`src/rtl/mpb_pkg.sv`:
```
package mpb_pkg;
  typedef enum logic [1:0] {
    OP_READ  = 2'd0,
    OP_WRITE = 2'd1,
    OP_RMW   = 2'd2,
    OP_RSVD  = 2'd3
  } mpb_op_e;

  typedef enum logic [2:0] {
    ST_IDLE,
    ST_PAGE,
    ST_SETTLE,
    ST_LO,
    ST_HI
  } mpb_state_e;

  localparam logic [4:0] PAGE_PHY_ADDR = 5'h18;
  localparam logic [4:0] DATA_PHY_BASE = 5'h10;
endpackage

```
`src/rtl/mpb_addr_split.sv`:
```
module mpb_addr_split #(
  parameter int WADDR_W = 16,
  parameter int REG_W   = 5,
  parameter int SUB_W   = 3,
  parameter int PAGE_W  = 9
) (
  input  logic [WADDR_W-1:0] waddr,
  output logic [REG_W-1:0]   reg_lo,
  output logic [SUB_W-1:0]   sub,
  output logic [PAGE_W-1:0]  page
);
  // word address bit k corresponds to byte address bit k+2
  localparam int REG_BITS = REG_W - 1;
  localparam int SUB_LSB  = REG_BITS;
  localparam int PAGE_LSB = SUB_LSB + SUB_W;

  assign reg_lo = {waddr[REG_BITS-1:0], 1'b0};
  assign sub    = waddr[SUB_LSB +: SUB_W];
  assign page   = waddr[PAGE_LSB +: PAGE_W];
endmodule

```
`src/rtl/mpb_settle_timer.sv`:
```
module mpb_settle_timer #(
  parameter int CYCLES = 1000
) (
  input  logic clk,
  input  logic rst,
  input  logic start,
  output logic expired
);
  localparam int CNT_W = (CYCLES > 1) ? $clog2(CYCLES) : 1;
  localparam logic [CNT_W-1:0] LOAD = CNT_W'(CYCLES - 1);

  logic [CNT_W-1:0] cnt;
  logic             active;

  assign expired = active && (cnt == '0);

  always_ff @(posedge clk) begin
    if (rst) begin
      cnt    <= '0;
      active <= 1'b0;
    end else if (start) begin
      cnt    <= LOAD;
      active <= 1'b1;
    end else if (active) begin
      if (cnt == '0) active <= 1'b0;
      else           cnt    <= cnt - 1'b1;
    end
  end


  timer_load_chk: assert property (@(posedge clk) disable iff (rst)
    start |=> active);
endmodule

```
`src/rtl/mdio_paged_bridge.sv`:
```
module mdio_paged_bridge
  import mpb_pkg::*;
#(
  parameter int WADDR_W       = 16,
  parameter int DATA_W        = 32,
  parameter int PHY_W         = 5,
  parameter int REG_W         = 5,
  parameter int SUB_W         = 3,
  parameter int PAGE_W        = 9,
  parameter int SETTLE_CYCLES = 1000
) (
  input  logic                  clk,
  input  logic                  rst,
  input  logic                  req_valid,
  output logic                  req_ready,
  input  logic [1:0]            req_op,
  input  logic [WADDR_W-1:0]    req_waddr,
  input  logic [DATA_W-1:0]     req_wdata,
  input  logic [DATA_W-1:0]     req_mask,
  output logic                  rsp_done,
  output logic [DATA_W-1:0]     rsp_rdata,
  output logic                  cmd_start,
  output logic [PHY_W-1:0]      cmd_phy,
  output logic [REG_W-1:0]      cmd_reg,
  output logic                  cmd_write,
  output logic [DATA_W/2-1:0]   cmd_wdata,
  input  logic                  cmd_done,
  input  logic [DATA_W/2-1:0]   cmd_rdata
);
  localparam int HALF_W = DATA_W / 2;

  mpb_state_e            state;
  mpb_op_e               op_q;
  logic                  wr_phase;
  logic [DATA_W-1:0]     word_q, wdata_q, mask_q;
  logic [REG_W-1:0]      rlo_q, split_reg;
  logic [SUB_W-1:0]      sub_q, split_sub;
  logic [PAGE_W-1:0]     split_page;
  logic [DATA_W-1:0]     rd_word, merged;
  logic                  settle_go, settle_exp;

  mpb_addr_split #(
    .WADDR_W(WADDR_W), .REG_W(REG_W), .SUB_W(SUB_W), .PAGE_W(PAGE_W)
  ) u_split (
    .waddr (req_waddr),
    .reg_lo(split_reg),
    .sub   (split_sub),
    .page  (split_page)
  );

  assign settle_go = (state == ST_PAGE) && cmd_done;

  mpb_settle_timer #(.CYCLES(SETTLE_CYCLES)) u_timer (
    .clk    (clk),
    .rst    (rst),
    .start  (settle_go),
    .expired(settle_exp)
  );

  assign req_ready = (state == ST_IDLE);

  always_comb begin
    rd_word = {cmd_rdata, word_q[HALF_W-1:0]};
    merged  = (rd_word & ~mask_q) | wdata_q;
  end

  always_ff @(posedge clk) begin
    if (rst) begin
      state     <= ST_IDLE;
      op_q      <= OP_READ;
      wr_phase  <= 1'b0;
      word_q    <= '0;
      wdata_q   <= '0;
      mask_q    <= '0;
      rlo_q     <= '0;
      sub_q     <= '0;
      rsp_done  <= 1'b0;
      rsp_rdata <= '0;
      cmd_start <= 1'b0;
      cmd_phy   <= '0;
      cmd_reg   <= '0;
      cmd_write <= 1'b0;
      cmd_wdata <= '0;
    end else begin
      cmd_start <= 1'b0;
      rsp_done  <= 1'b0;
      unique case (state)
        ST_IDLE: if (req_valid) begin
          op_q      <= mpb_op_e'(req_op);
          wdata_q   <= req_wdata;
          mask_q    <= req_mask;
          word_q    <= req_wdata;
          rlo_q     <= split_reg;
          sub_q     <= split_sub;
          wr_phase  <= (mpb_op_e'(req_op) == OP_WRITE);
          cmd_start <= 1'b1;
          cmd_phy   <= PAGE_PHY_ADDR;
          cmd_reg   <= '0;
          cmd_write <= 1'b1;
          cmd_wdata <= HALF_W'(split_page);
          state     <= ST_PAGE;
        end
        ST_PAGE: if (cmd_done) state <= ST_SETTLE;
        ST_SETTLE: if (settle_exp) begin
          cmd_start <= 1'b1;
          cmd_phy   <= DATA_PHY_BASE | PHY_W'(sub_q);
          cmd_reg   <= rlo_q;
          cmd_write <= wr_phase;
          cmd_wdata <= word_q[HALF_W-1:0];
          state     <= ST_LO;
        end
        ST_LO: if (cmd_done) begin
          if (!wr_phase) word_q[HALF_W-1:0] <= cmd_rdata;
          cmd_start <= 1'b1;
          cmd_reg   <= rlo_q | REG_W'(1);
          cmd_wdata <= word_q[DATA_W-1:HALF_W];
          state     <= ST_HI;
        end
        ST_HI: if (cmd_done) begin
          if (wr_phase) begin
            rsp_done  <= 1'b1;
            rsp_rdata <= word_q;
            state     <= ST_IDLE;
          end else if (op_q == OP_RMW) begin
            word_q    <= merged;
            wr_phase  <= 1'b1;
            cmd_start <= 1'b1;
            cmd_reg   <= rlo_q;
            cmd_write <= 1'b1;
            cmd_wdata <= merged[HALF_W-1:0];
            state     <= ST_LO;
          end else begin
            rsp_done  <= 1'b1;
            rsp_rdata <= rd_word;
            state     <= ST_IDLE;
          end
        end
        default: state <= ST_IDLE;
      endcase
    end
  end


  start_pulse_chk: assert property (@(posedge clk) disable iff (rst)
    cmd_start |=> !cmd_start);

  cmd_hold_chk: assert property (@(posedge clk) disable iff (rst)
    !cmd_start |-> ($stable(cmd_phy) && $stable(cmd_reg) &&
                    $stable(cmd_write) && $stable(cmd_wdata)));

  done_pulse_chk: assert property (@(posedge clk) disable iff (rst)
    rsp_done |=> !rsp_done);

  accept_busy_chk: assert property (@(posedge clk) disable iff (rst)
    (req_valid && req_ready) |=> (!req_ready && cmd_start));

  page_cmd_chk: assert property (@(posedge clk) disable iff (rst)
    (cmd_start && cmd_phy == PAGE_PHY_ADDR) |-> (cmd_write && cmd_reg == '0));

  odd_reg_chk: assert property (@(posedge clk) disable iff (rst)
    (cmd_start && cmd_reg[0]) |-> (cmd_phy[PHY_W-1:SUB_W] == DATA_PHY_BASE[PHY_W-1:SUB_W]));
endmodule

```
`config.mk`:
```
export PLATFORM = sky130hd
export DESIGN_NAME = mdio_paged_bridge
export DESIGN_NICKNAME = d
export VERILOG_FILES = /design/src/rtl/mpb_pkg.sv /design/src/rtl/mpb_addr_split.sv /design/src/rtl/mpb_settle_timer.sv /design/src/rtl/mdio_paged_bridge.sv
export SDC_FILE = /design/constraint.sdc
export NUM_CORES = 1
export LEC_CHECK = 0
export ABC_AREA = 1
export BUFFER_PORTS_ARGS = -buffer_cell sky130_fd_sc_hd__buf_4
export CORE_MARGIN = 10
export CORE_UTILIZATION = 55
export CTS_CLUSTER_SIZE = 10
export DETAILED_ROUTE_END_ITERATION = 16
export PLACE_DENSITY = 0.8
export REMOVE_ABC_BUFFERS = 1
export SLEW_MARGIN = 20
export SYNTH_ARGS = -nofsm -noshare
export SYNTH_HDL_FRONTEND = slang
export SYNTH_HIERARCHICAL = 1
export SYNTH_SLANG_ARGS = --single-unit
```
`constraint.sdc`:
```
create_clock -name clk -period 2.55 [get_ports clk]
set_clock_uncertainty 0.2 [all_clocks]
set_input_delay 0.1275 -clock clk [delete_from_list [all_inputs] [get_ports clk]]
set_output_delay 0.1275 -clock clk [all_outputs]
set_load 0.005 [all_outputs]
```
==> out/metrics.cfg <==
[floorplan]
die-area_um2 = 20200
rows = 44
die_w_um = 142
initial_core_util_pct = 56.2
die_h_um = 142
core_um2 = 14600
pin_count = 164

[finish]
postLayoutCellArea_um2 = 11000
nNetsFinal = 1529
syn_to_final_growth_pct = 34.6
layout-drive-gt1-share_pct = 17.0
stdcell_count = 1624

[placed_design]
place_ws_ns = 0.111
port_buffers = 163
post-place-cells = 1491
dp_hpwl_um = 15800
placed_area_um2 = 9450
routabilityCongestion = 0.901

[synth]
synth-seq-area-share_pct = 44.5
netlist_area_um2 = 8190
synth_cells = 1208
synth-seq-cells = 182
synth_warnings = 6
ys_types = 30
synth.avg_cell_area_um2 = 6.78

[detailed_routing]
vias = 8808
drt_first_iter_violations = 772
dr.pass1.iters = 6
wire_per_inst_um = 16.8
drtAntennaViolNets = 0
drc = 0
wl_um = 27200
vias_per_cell = 5.42

[timing]
final_hold_viol_count = 0
setup_viol = 0
setup_slack_ns = 0.307
worstMarginPinSlew_ns = 0.962
slew_viol_final = 0
min_period_ns = 2.24
slew_headroom_pct = 35.7
grt_setup_unrepaired = false
fin_crit_sh_pct = 88.0
max_clock_freq_ghz = 0.446

[power_and_ir_drop]
power_density_nw_per_um2 = 979
peakVddDrop_uv = 667
p_leak_nw = 5.18

[clock_network]
clk_pin_slew_ns = 0.07
clk_latency_ns = 0.45
clock_path_buffers = 2
root_buffer = clkbuf_16
numCtsBuffers = 17
h-tree-depth = 4
clock_sinks = 182
post-cts-setup-buffers = 0
cts_tree = built

[grt]
grt_pass1_vias = 8505
grt.total_usage_pct = 26.2
grt.overflow.total = 0
grt_max_degree = 113
grt_antenna_before_repair = 1
grt_pass1_wl_um = 43200

[setup_path]
cp-start-kind = register
required_ns = 2.73
crit_type = register to register
crit_path_end_kind = register
worst-path-max-fanout = 37
crit_arrival_ns = 2.42

[job]
cap_violations = 0

[outcome]
status = complete, no violations

[worst_hold_path]
hp-class = input pin to register

[stage by stage]
step	power (mW)	hold WS (ns)	utilization, %	setup TNS [ns]
floorplan	6.47	-0.00343	-	-69.72
global placement	7.87	0.149	64.8	0
detailed placement	7.97	0.153	64.8	0
CTS	10.7	0.113	75.5	0
global route	11.5	0.0781	75.6	0
finish	10.8	0.0435	75.6	0
[power breakdown]
| group | internal, mW | total (mW) | leakage [nW] | switching [mW] |
|---|---|---|---|---|
| Clock | 1.46 | 2.60 | 0.279 | 1.13 |
| Combinational | 1.52 | 4.27 | 3.40 | 2.74 |
| Sequential | 3.56 | 3.93 | 1.50 | 0.369 |
| Total | 6.55 | 10.8 | 5.18 | 4.25 |
[critical path, stage by stage (launching register included)]
cell and delay, ns:
dfxtp_1 0.49, inv_2 0.13, nand2_2 0.14, nor2_4 0.05, nor2_4 0.74, nand2_1 0.18
nand2_1 0.11, nand2_1 0.05, nor2_1 0.08
[cell type report]
cell class | instances | area, µm²
diodes | 1 | 2.50
clock buffers | 19 | 443
clock inverters | 13 | 130
fillers | 1057 | 3560
inverters | 103 | 389
multi-input cells | 838 | 3770
flip-flops and latches | 182 | 3640
well taps | 184 | 230
repair buffers | 284 | 2420
[cell families (layout without fill, tap and decap cells)]
logic type / count (synthesis) / in the layout / synth area share, %
compound gates: 271 / 271 / 17.0
xor+xnor: 3 / 3 / 0.321
fa+ha+maj: 1 / 1 / 0.153
buf+inv: 188 / 419 / 9.93
flops: 182 / 182 / 44.5
other cells: 1 / 2 / 0.0458
simple gates: 562 / 562 / 28.1
[Yosys cell counts, drive strengths merged]
library cell,number,area (µm²)
nand4,6,37.5
a21oi,93,465
dfxtp,182,3640
o21ai,161,810
nor2,243,947
buf,49,292
inv,101,379
nand3b,11,82.6
nor3,2,10.0
o211ai,7,52.6
conb,1,3.75
xor2,2,17.5
ha,1,12.5
clkbuf,36,135
clkinv,2,7.51
xnor2,1,8.76
a31oi,10,62.6
nand3,46,255
nand2,254,971
[layout by cell type (no fill, tap or decap), types with 2 or more instances in the layout]
| master | n |
|---|---|
| nand4_1 | 6 |
| clkbuf_16 | 17 |
| buf_12 | 3 |
| inv_1 | 95 |
| o21ai_1 | 11 |
| nand3_2 | 5 |
| a21oi_1 | 93 |
| nor3_1 | 2 |
| nand2_2 | 4 |
| inv_6 | 2 |
| dfxtp_1 | 182 |
| nor2_4 | 7 |
| nor2_1 | 232 |
| nand3_1 | 41 |
| nand2_1 | 248 |
| nor2_2 | 4 |
| o21ai_0 | 149 |
| inv_2 | 6 |
| a31oi_1 | 10 |
| buf_4 | 181 |
| nand2_4 | 2 |
| xor2_1 | 2 |
| nand3b_1 | 11 |
| dlygate4sd3_1 | 100 |
| o211ai_1 | 7 |
| clkinvlp_4 | 3 |
| bufinv_16 | 2 |
| clkinv_2 | 6 |
[timing repair]
action / 4_1_cts / 5_1_grt
hold buffers: 100 / 0
setup endpoints to repair: 0 / 21
endpoints found under the hold margin: 149 / 0
gates resized for setup: 0 / 1
[metal layers]
metal	share of wire, %	GRT usage (%)	vias to the layer above	routed length [µm]
met4	3.5	11.1	0	963
li1	-	-	4270	-
met3	8.9	8.85	75	2420
met2	48	42.8	403	13000
met5	0	0	-	0
met1	40	30.8	4060	10800
[worst paths after layout]
path / cells past startpoint / slack, ns / to / from
max: 8 / 0.31 / cmd_wdata[10] / state[2]
max reg2reg: 8 / 0.31 / cmd_wdata[10] / state[2]
min reg2reg: 2 / 0.24 / wdata_q[25] / wdata_q[25]
min: 5 / 0.04 / cmd_start / req_valid
Note: power is estimated with default switching activity, not from simulation.
